`src/rtl/cx_pkg.sv`:
```
package cx_pkg;

  typedef enum logic [2:0] {
    FMT_NONE,
    FMT_I,
    FMT_S,
    FMT_B,
    FMT_R
  } fmt_e;

  localparam logic [6:0] OPC_LOAD   = 7'b0000011;
  localparam logic [6:0] OPC_STORE  = 7'b0100011;
  localparam logic [6:0] OPC_OPIMM  = 7'b0010011;
  localparam logic [6:0] OPC_OP     = 7'b0110011;
  localparam logic [6:0] OPC_OP32   = 7'b0111011;
  localparam logic [6:0] OPC_BRANCH = 7'b1100011;

  localparam logic [6:0] F7_ALT = 7'b0100000;

  typedef struct packed {
    fmt_e        fmt;
    logic [6:0]  opc;
    logic [2:0]  f3;
    logic [6:0]  f7;
    logic [4:0]  rd;
    logic [4:0]  rs1;
    logic [4:0]  rs2;
    logic [12:0] imm;
  } uop_t;

endpackage

```
`src/rtl/cx_regwin.sv`:
```
module cx_regwin #(
  parameter int BASE = 8,
  parameter int FW   = 3,
  parameter int RW   = 5
) (
  input  logic [FW-1:0] field_i,
  output logic [RW-1:0] reg_o
);
  localparam logic [RW-1:0] BASE_V = RW'(BASE);

  assign reg_o = BASE_V + RW'(field_i);
endmodule

```
`src/rtl/cx_decode.sv`:
```
module cx_decode
  import cx_pkg::*;
#(
  parameter int XLEN = 32
) (
  input  logic [15:0] half_i,
  input  logic [4:0]  win_hi_i,
  input  logic [4:0]  win_lo_i,
  output uop_t        uop_o,
  output logic        bad_o
);
  localparam bit WIDE = (XLEN == 64);

  logic [2:0] f3;
  logic [9:0] spn_imm;
  logic [6:0] word_off;
  logic [7:0] dbl_off;
  logic [8:0] br_off;

  assign f3       = half_i[15:13];
  assign spn_imm  = {half_i[10:7], half_i[12:11], half_i[5], half_i[6], 2'b00};
  assign word_off = {half_i[5], half_i[12:10], half_i[6], 2'b00};
  assign dbl_off  = {half_i[6:5], half_i[12:10], 3'b000};
  assign br_off   = {half_i[12], half_i[6:5], half_i[2], half_i[11:10], half_i[4:3], 1'b0};

  always_comb begin
    uop_o = '0;
    uop_o.fmt = FMT_NONE;
    bad_o = 1'b1;
    case (half_i[1:0])
      2'b00: begin
        uop_o.rd  = win_lo_i;
        uop_o.rs2 = win_lo_i;
        uop_o.rs1 = win_hi_i;
        case (f3)
          3'b000: begin
            uop_o.fmt = FMT_I;
            uop_o.opc = OPC_OPIMM;
            uop_o.f3  = 3'b000;
            uop_o.rs1 = 5'd2;
            uop_o.imm = {3'b000, spn_imm};
            bad_o     = (spn_imm == 10'd0);
          end
          3'b010, 3'b110: begin
            uop_o.fmt = f3[2] ? FMT_S : FMT_I;
            uop_o.opc = f3[2] ? OPC_STORE : OPC_LOAD;
            uop_o.f3  = 3'b010;
            uop_o.imm = {6'd0, word_off};
            bad_o     = 1'b0;
          end
          3'b011, 3'b111: begin
            uop_o.fmt = f3[2] ? FMT_S : FMT_I;
            uop_o.opc = f3[2] ? OPC_STORE : OPC_LOAD;
            uop_o.f3  = 3'b011;
            uop_o.imm = {5'd0, dbl_off};
            bad_o     = !WIDE;
          end
          default: bad_o = 1'b1;
        endcase
      end
      2'b01: begin
        uop_o.rd  = win_hi_i;
        uop_o.rs1 = win_hi_i;
        uop_o.rs2 = win_lo_i;
        case (f3)
          3'b100: begin
            case (half_i[11:10])
              2'b00, 2'b01: begin
                uop_o.fmt = FMT_I;
                uop_o.opc = OPC_OPIMM;
                uop_o.f3  = 3'b101;
                uop_o.imm = {2'b00, half_i[10], 4'b0000, half_i[12], half_i[6:2]};
                bad_o     = half_i[12] && !WIDE;
              end
              2'b10: begin
                uop_o.fmt = FMT_I;
                uop_o.opc = OPC_OPIMM;
                uop_o.f3  = 3'b111;
                uop_o.imm = {{7{half_i[12]}}, half_i[12], half_i[6:2]};
                bad_o     = 1'b0;
              end
              default: begin
                uop_o.fmt = FMT_R;
                if (!half_i[12]) begin
                  uop_o.opc = OPC_OP;
                  case (half_i[6:5])
                    2'b00:   begin uop_o.f3 = 3'b000; uop_o.f7 = F7_ALT; end
                    2'b01:   uop_o.f3 = 3'b100;
                    2'b10:   uop_o.f3 = 3'b110;
                    default: uop_o.f3 = 3'b111;
                  endcase
                  bad_o = 1'b0;
                end else begin
                  uop_o.opc = OPC_OP32;
                  uop_o.f3  = 3'b000;
                  uop_o.f7  = half_i[5] ? 7'd0 : F7_ALT;
                  bad_o     = half_i[6] || !WIDE;
                end
              end
            endcase
          end
          3'b110, 3'b111: begin
            uop_o.fmt = FMT_B;
            uop_o.opc = OPC_BRANCH;
            uop_o.f3  = {2'b00, f3[0]};
            uop_o.rs2 = 5'd0;
            uop_o.imm = {{4{br_off[8]}}, br_off};
            bad_o     = 1'b0;
          end
          default: bad_o = 1'b1;
        endcase
      end
      default: bad_o = 1'b1;
    endcase
  end
endmodule

```
`src/rtl/cx_encode.sv`:
```
module cx_encode
  import cx_pkg::*;
(
  input  uop_t        uop_i,
  output logic [31:0] word_o
);
  always_comb begin
    case (uop_i.fmt)
      FMT_I: word_o = {uop_i.imm[11:0], uop_i.rs1, uop_i.f3, uop_i.rd, uop_i.opc};
      FMT_S: word_o = {uop_i.imm[11:5], uop_i.rs2, uop_i.rs1, uop_i.f3,
                       uop_i.imm[4:0], uop_i.opc};
      FMT_B: word_o = {uop_i.imm[12], uop_i.imm[10:5], uop_i.rs2, uop_i.rs1,
                       uop_i.f3, uop_i.imm[4:1], uop_i.imm[11], uop_i.opc};
      FMT_R: word_o = {uop_i.f7, uop_i.rs2, uop_i.rs1, uop_i.f3, uop_i.rd, uop_i.opc};
      default: word_o = 32'd0;
    endcase
  end
endmodule

```
`src/rtl/cx_expander.sv`:
```
module cx_expander
  import cx_pkg::*;
#(
  parameter int XLEN     = 32,
  parameter int REG_BASE = 8
) (
  input  logic [31:0] instr_i,
  output logic [31:0] expanded_o,
  output logic        illegal_o
);
  localparam int NFIELD = 2;
  localparam int FW     = 3;
  localparam int RW     = 5;

  logic [RW-1:0] win [NFIELD];
  uop_t          uop;
  logic          bad;
  logic [31:0]   enc_word;
  logic          full_word;

  for (genvar g = 0; g < NFIELD; g++) begin : g_win
    localparam int LSB = (g == 0) ? 7 : 2;
    cx_regwin #(.BASE(REG_BASE), .FW(FW), .RW(RW)) u_win (
      .field_i(instr_i[LSB +: FW]),
      .reg_o  (win[g])
    );
  end

  cx_decode #(.XLEN(XLEN)) u_dec (
    .half_i  (instr_i[15:0]),
    .win_hi_i(win[0]),
    .win_lo_i(win[1]),
    .uop_o   (uop),
    .bad_o   (bad)
  );

  cx_encode u_enc (
    .uop_i (uop),
    .word_o(enc_word)
  );

  assign full_word  = (instr_i[1:0] == 2'b11);
  assign illegal_o  = !full_word && bad;
  assign expanded_o = full_word ? instr_i : (bad ? 32'd0 : enc_word);
endmodule

```
`config.mk`:
```
export PLATFORM = sky130hd
export DESIGN_NAME = cx_expander
export DESIGN_NICKNAME = d
export VERILOG_FILES = /design/src/rtl/cx_pkg.sv /design/src/rtl/cx_regwin.sv /design/src/rtl/cx_decode.sv /design/src/rtl/cx_encode.sv /design/src/rtl/cx_expander.sv
export SDC_FILE = /design/constraint.sdc
export NUM_CORES = 1
export LEC_CHECK = 0
export ABC_AREA = 0
export BUFFER_PORTS_ARGS = -buffer_cell sky130_fd_sc_hd__clkbuf_2
export CAP_MARGIN = 30
export CELL_PAD_IN_SITES_DETAIL_PLACEMENT = 1
export CELL_PAD_IN_SITES_GLOBAL_PLACEMENT = 1
export CORE_ASPECT_RATIO = 0.9
export CORE_UTILIZATION = 29
export DETAILED_ROUTE_END_ITERATION = 8
export PLACE_DENSITY_LB_ADDON = 0.15
export SYNTH_ARGS = -nofsm -noshare
export SYNTH_HDL_FRONTEND = slang
export SYNTH_SLANG_ARGS = --single-unit
```
`constraint.sdc`:
```
create_clock -name vclk -period 3.85
set_input_delay 0.77 -clock vclk [all_inputs]
set_output_delay 0.77 -clock vclk [all_outputs]
set_load 0.01 [all_outputs]
```
==> qor.tcl, run 1 <==
set qor(hold-path-endpoint) {expanded_o[31]}
set qor(launch_point_of_the_worst_hold_path) {instr_i[31]}
set qor(ff_latch_area_um2) 0
set qor(route.antenna.remaining_nets) 0
set qor(synth_seq_area_share) 0
set qor(vdd_drop_max_mv) 0.04557
set qor(cts.hold.buffers_added) 0
set qor(grtUsageTotal) 0.2555
set qor(post-synth-top-count-cell) {nand2_1}
set qor(gpl.final_weighted_congestion) 0.8948
set qor(n_antenna_cell) 0
set qor(timing_worst_setup_path_type) {primary input to output pin}
set qor(crit_required_ns) 3.08
set qor(result_of_the_run) {complete, no violations}
set qor(die_x_um) 60.34
set qor(worst_hold_slack_ns) 1.824
set qor(cts.repair.resized) 0
set qor(area_occupied_by_multi_input_gates_um2) 789.5
set qor(totalNegativeSetupSlack_ns) 0
set qor(placement.io_buffers) 65
set qor(timing_worst_slew_pin_value_ns) 0.4838
set qor(post_drt_wl_per_cell_um) 16.46
set qor(report.final.setup_viol) 0
set qor(critical_path_buf_inv_count) 4
set qor(postSynthAreaPerCell_um2) 5.806
set qor(post-layout-total-power_mw) 0.1353
set qor(synth.largest_area_cell) {nand2_1}
set qor(rsz0062_at_grt) {no}
set qor(max_stage_delay_cell_worst_path) {clkbuf_2}
set qor(final_hold_viol_count) 0
set qor(critical_path.max_fanout) 23
set qor(timing.critical_path.to_type) {output pin}
set qor(syn-instance-count) 153
set qor(boundaryPins) 65
set qor(pwr_density_cell_nw_per_um2) 111.1
set qor(drive_gt1_frac) 0.3623
set qor(grt_antenna_before_repair) 0
set qor(syn2layout_area_growth_pct) 37.04
set qor(final_wl_um) 4066
set qor(worst_ep_arrival_time_ns) 2.67
set qor(detail_route.drc_violations) 0
set qor(drtPass1Iterations) 4
set qor(dpl.hpwl_um) 3129
set qor(cts.repair_timing.setup_buffer_count) 0
set qor(grt_start_max_net_pins) 24
set qor(grt_first_pass_wirelength_um) 6382
set qor(synthesis.nets) 185
set qor(postLayoutSetupSlackWorst_ns) 0.4096
set qor(initial_utilization) 0.3131
set qor(max_clock_freq_mhz) 290.7
set qor(critical_path.most_common_cell) {clkbuf_2}
set qor(final_cells) 247
set qor(maxSlewViolCount) 0
set qor(crit_path_max_incr_delay_ns) 0.35
set qor(grt.overflow.total) 0
set qor(average_via_count_per_standard_cell) 5.603
set qor(placed_cells_incl_taps) 247
set qor(placement.setup.worst_slack_ns) 0.4238
set qor(netlist_area_um2) 888.4
set qor(num-nets-final) 241
set qor(yosysUniqueCellTypes) 42
set qor(synthDominantCellAreaShare) 0.08451
set qor(critPathLaunchType) {primary input}
set qor(row_count) 18
set qor(netlist_top_cells_area) {nand2_1 8.5%, o21ai_1 7.9%, a22o_1 6.9%}
set qor(maxCapViolations) 0
set qor(worstHoldPathCells) 3
set qor(synthTopCellsByCount) {20 x nand2_1, 14 x nor2_1, 14 x o21ai_1, 9 x a21oi_1}
set qor(layout.filler_cells) 432
set qor(hold_path_class) {primary input to output pin}
set qor(clock_buffer_count) 0
set qor(number_of_global_route_vias_before_repair) 1258
set qor(period_utilisation_layout) 0.8936
set qor(num_vias) 1384
set qor(design.die.area_um2) 3289
set qor(placeableCoreArea_um2) 2838
set qor(numSequentialCells) 0
set qor(detailedRoute.firstIterationViolations) 46
set qor(timing.critical_path.max_delay_family) {buffers and inverters}
set qor(total_leakage_power_nw) 0.6126
set qor(cp_cell_sequence) {clkbuf_2 -> inv_1 -> a21oi_1 -> o211ai_2 -> buf_4 -> nor3_2 -> a22o_1 -> clkbuf_2}
set qor(relSlewSlack) 0.6763
set qor(period_needed_ns) 3.440
set qor(die_y_um) 54.51
set qor(yosysWarnings) 0
==> worst max-delay path by stage <==
stage	from	endpoint	slack (ns)	cells after the start
detailed placement	instr_i[0]	expanded_o[20]	0.42	8
global placement	instr_i[0]	expanded_o[20]	0.48	8
floorplan	instr_i[13]	expanded_o[10]	1.12	7
global route	instr_i[0]	expanded_o[20]	0.21	8
finish	instr_i[0]	expanded_o[20]	0.41	8
CTS	instr_i[0]	expanded_o[20]	0.42	8
==> power breakdown <==
| part | internal [mW] | switching (mW) |
|---|---|---|
| Sequential | 0 | 0 |
| Clock | 0 | 0 |
| Combinational | 0.0518 | 0.0835 |
| Total | 0.0518 | 0.0835 |
==> through the flow <==
step	area (µm²)	util
floorplan	888.4	-
CTS	1217	0.4290
global route	1217	0.4290
global placement	1217	0.4290
finish	1217	0.4290
detailed placement	1217	0.4290
==> final cells by class <==
type	instances	share of cell area
Inverter	8	0.02467
Multi-Input combinational cell	131	0.6485
Tap cell	40	0.04111
Timing Repair Buffer	68	0.2857
==> layout by cell type, fill, tap and decap left out, types with 2 or more instances in the layout <==
master,synthesis,layout
a22o_1,7,7
o21ai_0,5,5
nand4_1,3,3
a31oi_1,5,5
inv_1,6,6
nand2b_1,6,6
a22oi_1,4,4
a221o_1,3,3
nor4_1,2,2
o21ai_1,14,14
nand2_1,20,20
a21oi_1,9,9
nor3_1,2,2
buf_4,2,3
and3_1,5,5
a21o_1,6,6
o22ai_1,2,2
nor2_1,14,14
clkbuf_2,0,65
inv_2,2,2
nor2b_1,2,2
nand3_1,3,3
==> per-layer routing <==
metal | wire, µm | track usage | up-vias | share of wire
met5 | 0 | 0 | - | 0
met4 | 0 | 0 | 0 | 0
met3 | 140 | 0 | 0 | 0.034
met2 | 2025 | 0.4707 | 44 | 0.50
met1 | 1901 | 0.3537 | 660 | 0.47
li1 | - | - | 680 | -
==> tightest hold or removal path: stages <==
cell and delay, ns:
clkbuf_2 0.07, a21o_1 0.09, clkbuf_2 0.12
==> logic make-up (layout without fill, tap and decap cells) <==
kind of cell           count (synthesis)  in the layout  share of synthesized area
buffers and inverters                 22             76                     0.1113
AND/OR/NAND/NOR                       65             65                     0.3817
AO/OA/AOI/OAI                         65             65                     0.4958
multiplexers                           1              1                    0.01127
(Power assumes the default switching activity.)
==> inputs of run 2 (changes only) <==
RECOVER_POWER = 25   (was unset)
SLEW_MARGIN = 25   (was unset)
==> qor.tcl, run 2 (synthesis results as in run 1) <==
set qor(total_leakage_power_nw) 0.6024 ;# -1.7%
set qor(cts.hold.buffers_added) 0 ;# unchanged
set qor(grtUsageTotal) 0.2555 ;# unchanged
set qor(row_count) 18 ;# unchanged
set qor(die_x_um) 60.34 ;# unchanged
set qor(cts.repair.resized) 0 ;# unchanged
set qor(relSlewSlack) 0.6774 ;# +0.001094
set qor(dpl.hpwl_um) 3129 ;# unchanged
set qor(hold_path_class) {primary input to output pin}
set qor(numSequentialCells) 0 ;# unchanged
set qor(number_of_global_route_vias_before_repair) 1258 ;# unchanged
set qor(timing.critical_path.to_type) {output pin}
set qor(detailedRoute.firstIterationViolations) 37 ;# -20%
set qor(detail_route.drc_violations) 0 ;# unchanged
set qor(crit_path_max_incr_delay_ns) 0.34 ;# about the same
set qor(area_occupied_by_multi_input_gates_um2) 789.5 ;# unchanged
set qor(route.antenna.remaining_nets) 0 ;# unchanged
set qor(layout.cell_area.non_filler_um2) 1211 ;# -0.51%
set qor(timing.critical_path.max_delay_family) {buffers and inverters}
set qor(gpl.final_weighted_congestion) 0.8948 ;# unchanged
set qor(totalNegativeSetupSlack_ns) 0 ;# unchanged
set qor(drtPass1Iterations) 4 ;# unchanged
set qor(drive_gt1_frac) 0.3478 ;# -0.01449
set qor(timing_worst_setup_path_type) {primary input to output pin}
set qor(die_y_um) 54.51 ;# unchanged
set qor(crit_required_ns) 3.08 ;# about the same
set qor(average_via_count_per_standard_cell) 5.615 ;# +0.22%
set qor(pwr_density_cell_nw_per_um2) 110.7 ;# -0.38%
set qor(ff_latch_area_um2) 0 ;# unchanged
set qor(placement.io_buffers) 65 ;# unchanged
set qor(core_occupancy_in_the_finished_layout) 0.4268 ;# -0.002204
set qor(result_of_the_run) {complete, no violations}
set qor(most-common-layout-cells) {63 x clkbuf_2, 20 x nand2_1, 14 x nor2_1, 12 x o21ai_1, 9 x a21oi_1}
set qor(n_antenna_cell) 0 ;# unchanged
set qor(grt_antenna_before_repair) 0 ;# unchanged
set qor(vdd_drop_max_mv) 0.04459 ;# -2.2%
set qor(layout_commonest_cell) {clkbuf_2}
set qor(final_cells) 247 ;# unchanged
set qor(final_hold_viol_count) 0 ;# unchanged
set qor(critical_path.max_fanout) 23 ;# unchanged
set qor(part_of_the_total_power_dissipated_in_sequential_elements) 0 ;# unchanged
set qor(rsz0062_at_grt) {no}
set qor(power.combinational.fraction) 1.000 ;# about the same
set qor(syn2layout_area_growth_pct) 36.34
set qor(max_stage_delay_cell_worst_path) {clkbuf_2}
set qor(grt_start_max_net_pins) 24 ;# unchanged
set qor(period_needed_ns) 3.429 ;# -0.01182 ns
set qor(p_int_mw) 0.05100 ;# -1.5%
set qor(netSwitchingFraction) 0.6196 ;# +0.002380
set qor(critical_path_buf_inv_count) 4 ;# unchanged
set qor(cts.repair_timing.setup_buffer_count) 0 ;# unchanged
set qor(clkPwrFrac) 0 ;# unchanged
set qor(report.final.setup_viol) 0 ;# unchanged
set qor(post_drt_wl_per_cell_um) 16.37 ;# -0.54%
set qor(design.die.area_um2) 3289 ;# unchanged
set qor(initial_utilization) 0.3131 ;# unchanged
set qor(num-nets-final) 241 ;# unchanged
set qor(placed_cells_incl_taps) 247 ;# unchanged
set qor(worst_hold_slack_ns) 1.824 ;# -0.0001800 ns
set qor(critPathLaunchType) {primary input}
set qor(critical_path.most_common_cell) {clkbuf_2}
set qor(boundaryPins) 65 ;# unchanged
set qor(maxSlewViolCount) 0 ;# unchanged
set qor(max_clock_freq_mhz) 291.7 ;# +0.34%
set qor(grt.overflow.total) 0 ;# unchanged
set qor(maxCapViolations) 0 ;# unchanged
set qor(clock_buffer_count) 0 ;# unchanged
set qor(reported_net_switching_power_mw) 0.08305 ;# -0.51%
set qor(worst_ep_arrival_time_ns) 2.66 ;# about the same
set qor(period_utilisation_layout) 0.8905 ;# -0.003071
set qor(layout.filler_cells) 435 ;# +0.69%
set qor(final_wl_um) 4044 ;# -0.54%
set qor(placed_cell_area_um2) 1217 ;# unchanged
set qor(cp_cell_sequence) {clkbuf_2 -> inv_1 -> a21oi_1 -> o211ai_2 -> buf_4 -> nor3_2 -> a22o_1 -> clkbuf_2}
set qor(placeableCoreArea_um2) 2838 ;# unchanged
set qor(num_vias) 1387 ;# +0.22%
set qor(grt_first_pass_wirelength_um) 6382 ;# unchanged
set qor(timing_worst_slew_pin_value_ns) 0.4822 ;# -0.001635 ns
==> run 2: changes by cell type in the layout (fill, tap and decap cells not counted), sizes merged <==
cell / previous run / this run
buf: 3 / 2
clkbuf: 65 / 66
==> run 2: tightest hold or removal path: cells and delay by family <==
family                 cells  cell delay [ns]
AOI/OAI and AO/OA          1             0.09
buffers and inverters      2             0.19
==> run 2: worst paths after layout <==
kind,startpoint,end,slack [ns],cells after the start
max,instr_i[0],expanded_o[20],0.42,8
min,instr_i[31],expanded_o[31],1.82,3
==> run 2: per-stage QoR <==
| step | setup WS (ns) | total power, mW |
|---|---|---|
| 6_report | 0.4215 | 0.1340 |
| 5_1_grt | 0.2192 | 0.1475 |
| 4_1_cts | 0.4150 | 0.1354 |
| 3_5_place_dp | 0.4238 | 0.1344 |
| 3_3_place_gp | 0.4823 | 0.1316 |
| 2_1_floorplan | 1.115 | 0.07924 |
==> run 2: power groups by stage <==
| stage | Sequential (mW) | Combinational [mW] | Clock, mW |
|---|---|---|---|
| global placement | 0 | 0.132 | 0 |
| CTS | 0 | 0.135 | 0 |
| floorplan | 0 | 0.0792 | 0 |
| detailed placement | 0 | 0.134 | 0 |
| global route | 0 | 0.147 | 0 |
| finish | 0 | 0.134 | 0 |
==> run 2: area by class of cell <==
type / count / area share
well taps: 40 / 0.04132
multi-input cells: 131 / 0.6519
repair buffers: 68 / 0.2820
inverters: 8 / 0.02479
==> run 2: per-layer routing <==
metal	up-vias	share of wire	global-route usage
met3	0	0.040	0
met1	656	0.47	0.3537
met5	-	0	0
met2	52	0.49	0.4707
li1	679	-	-
met4	0	0	0
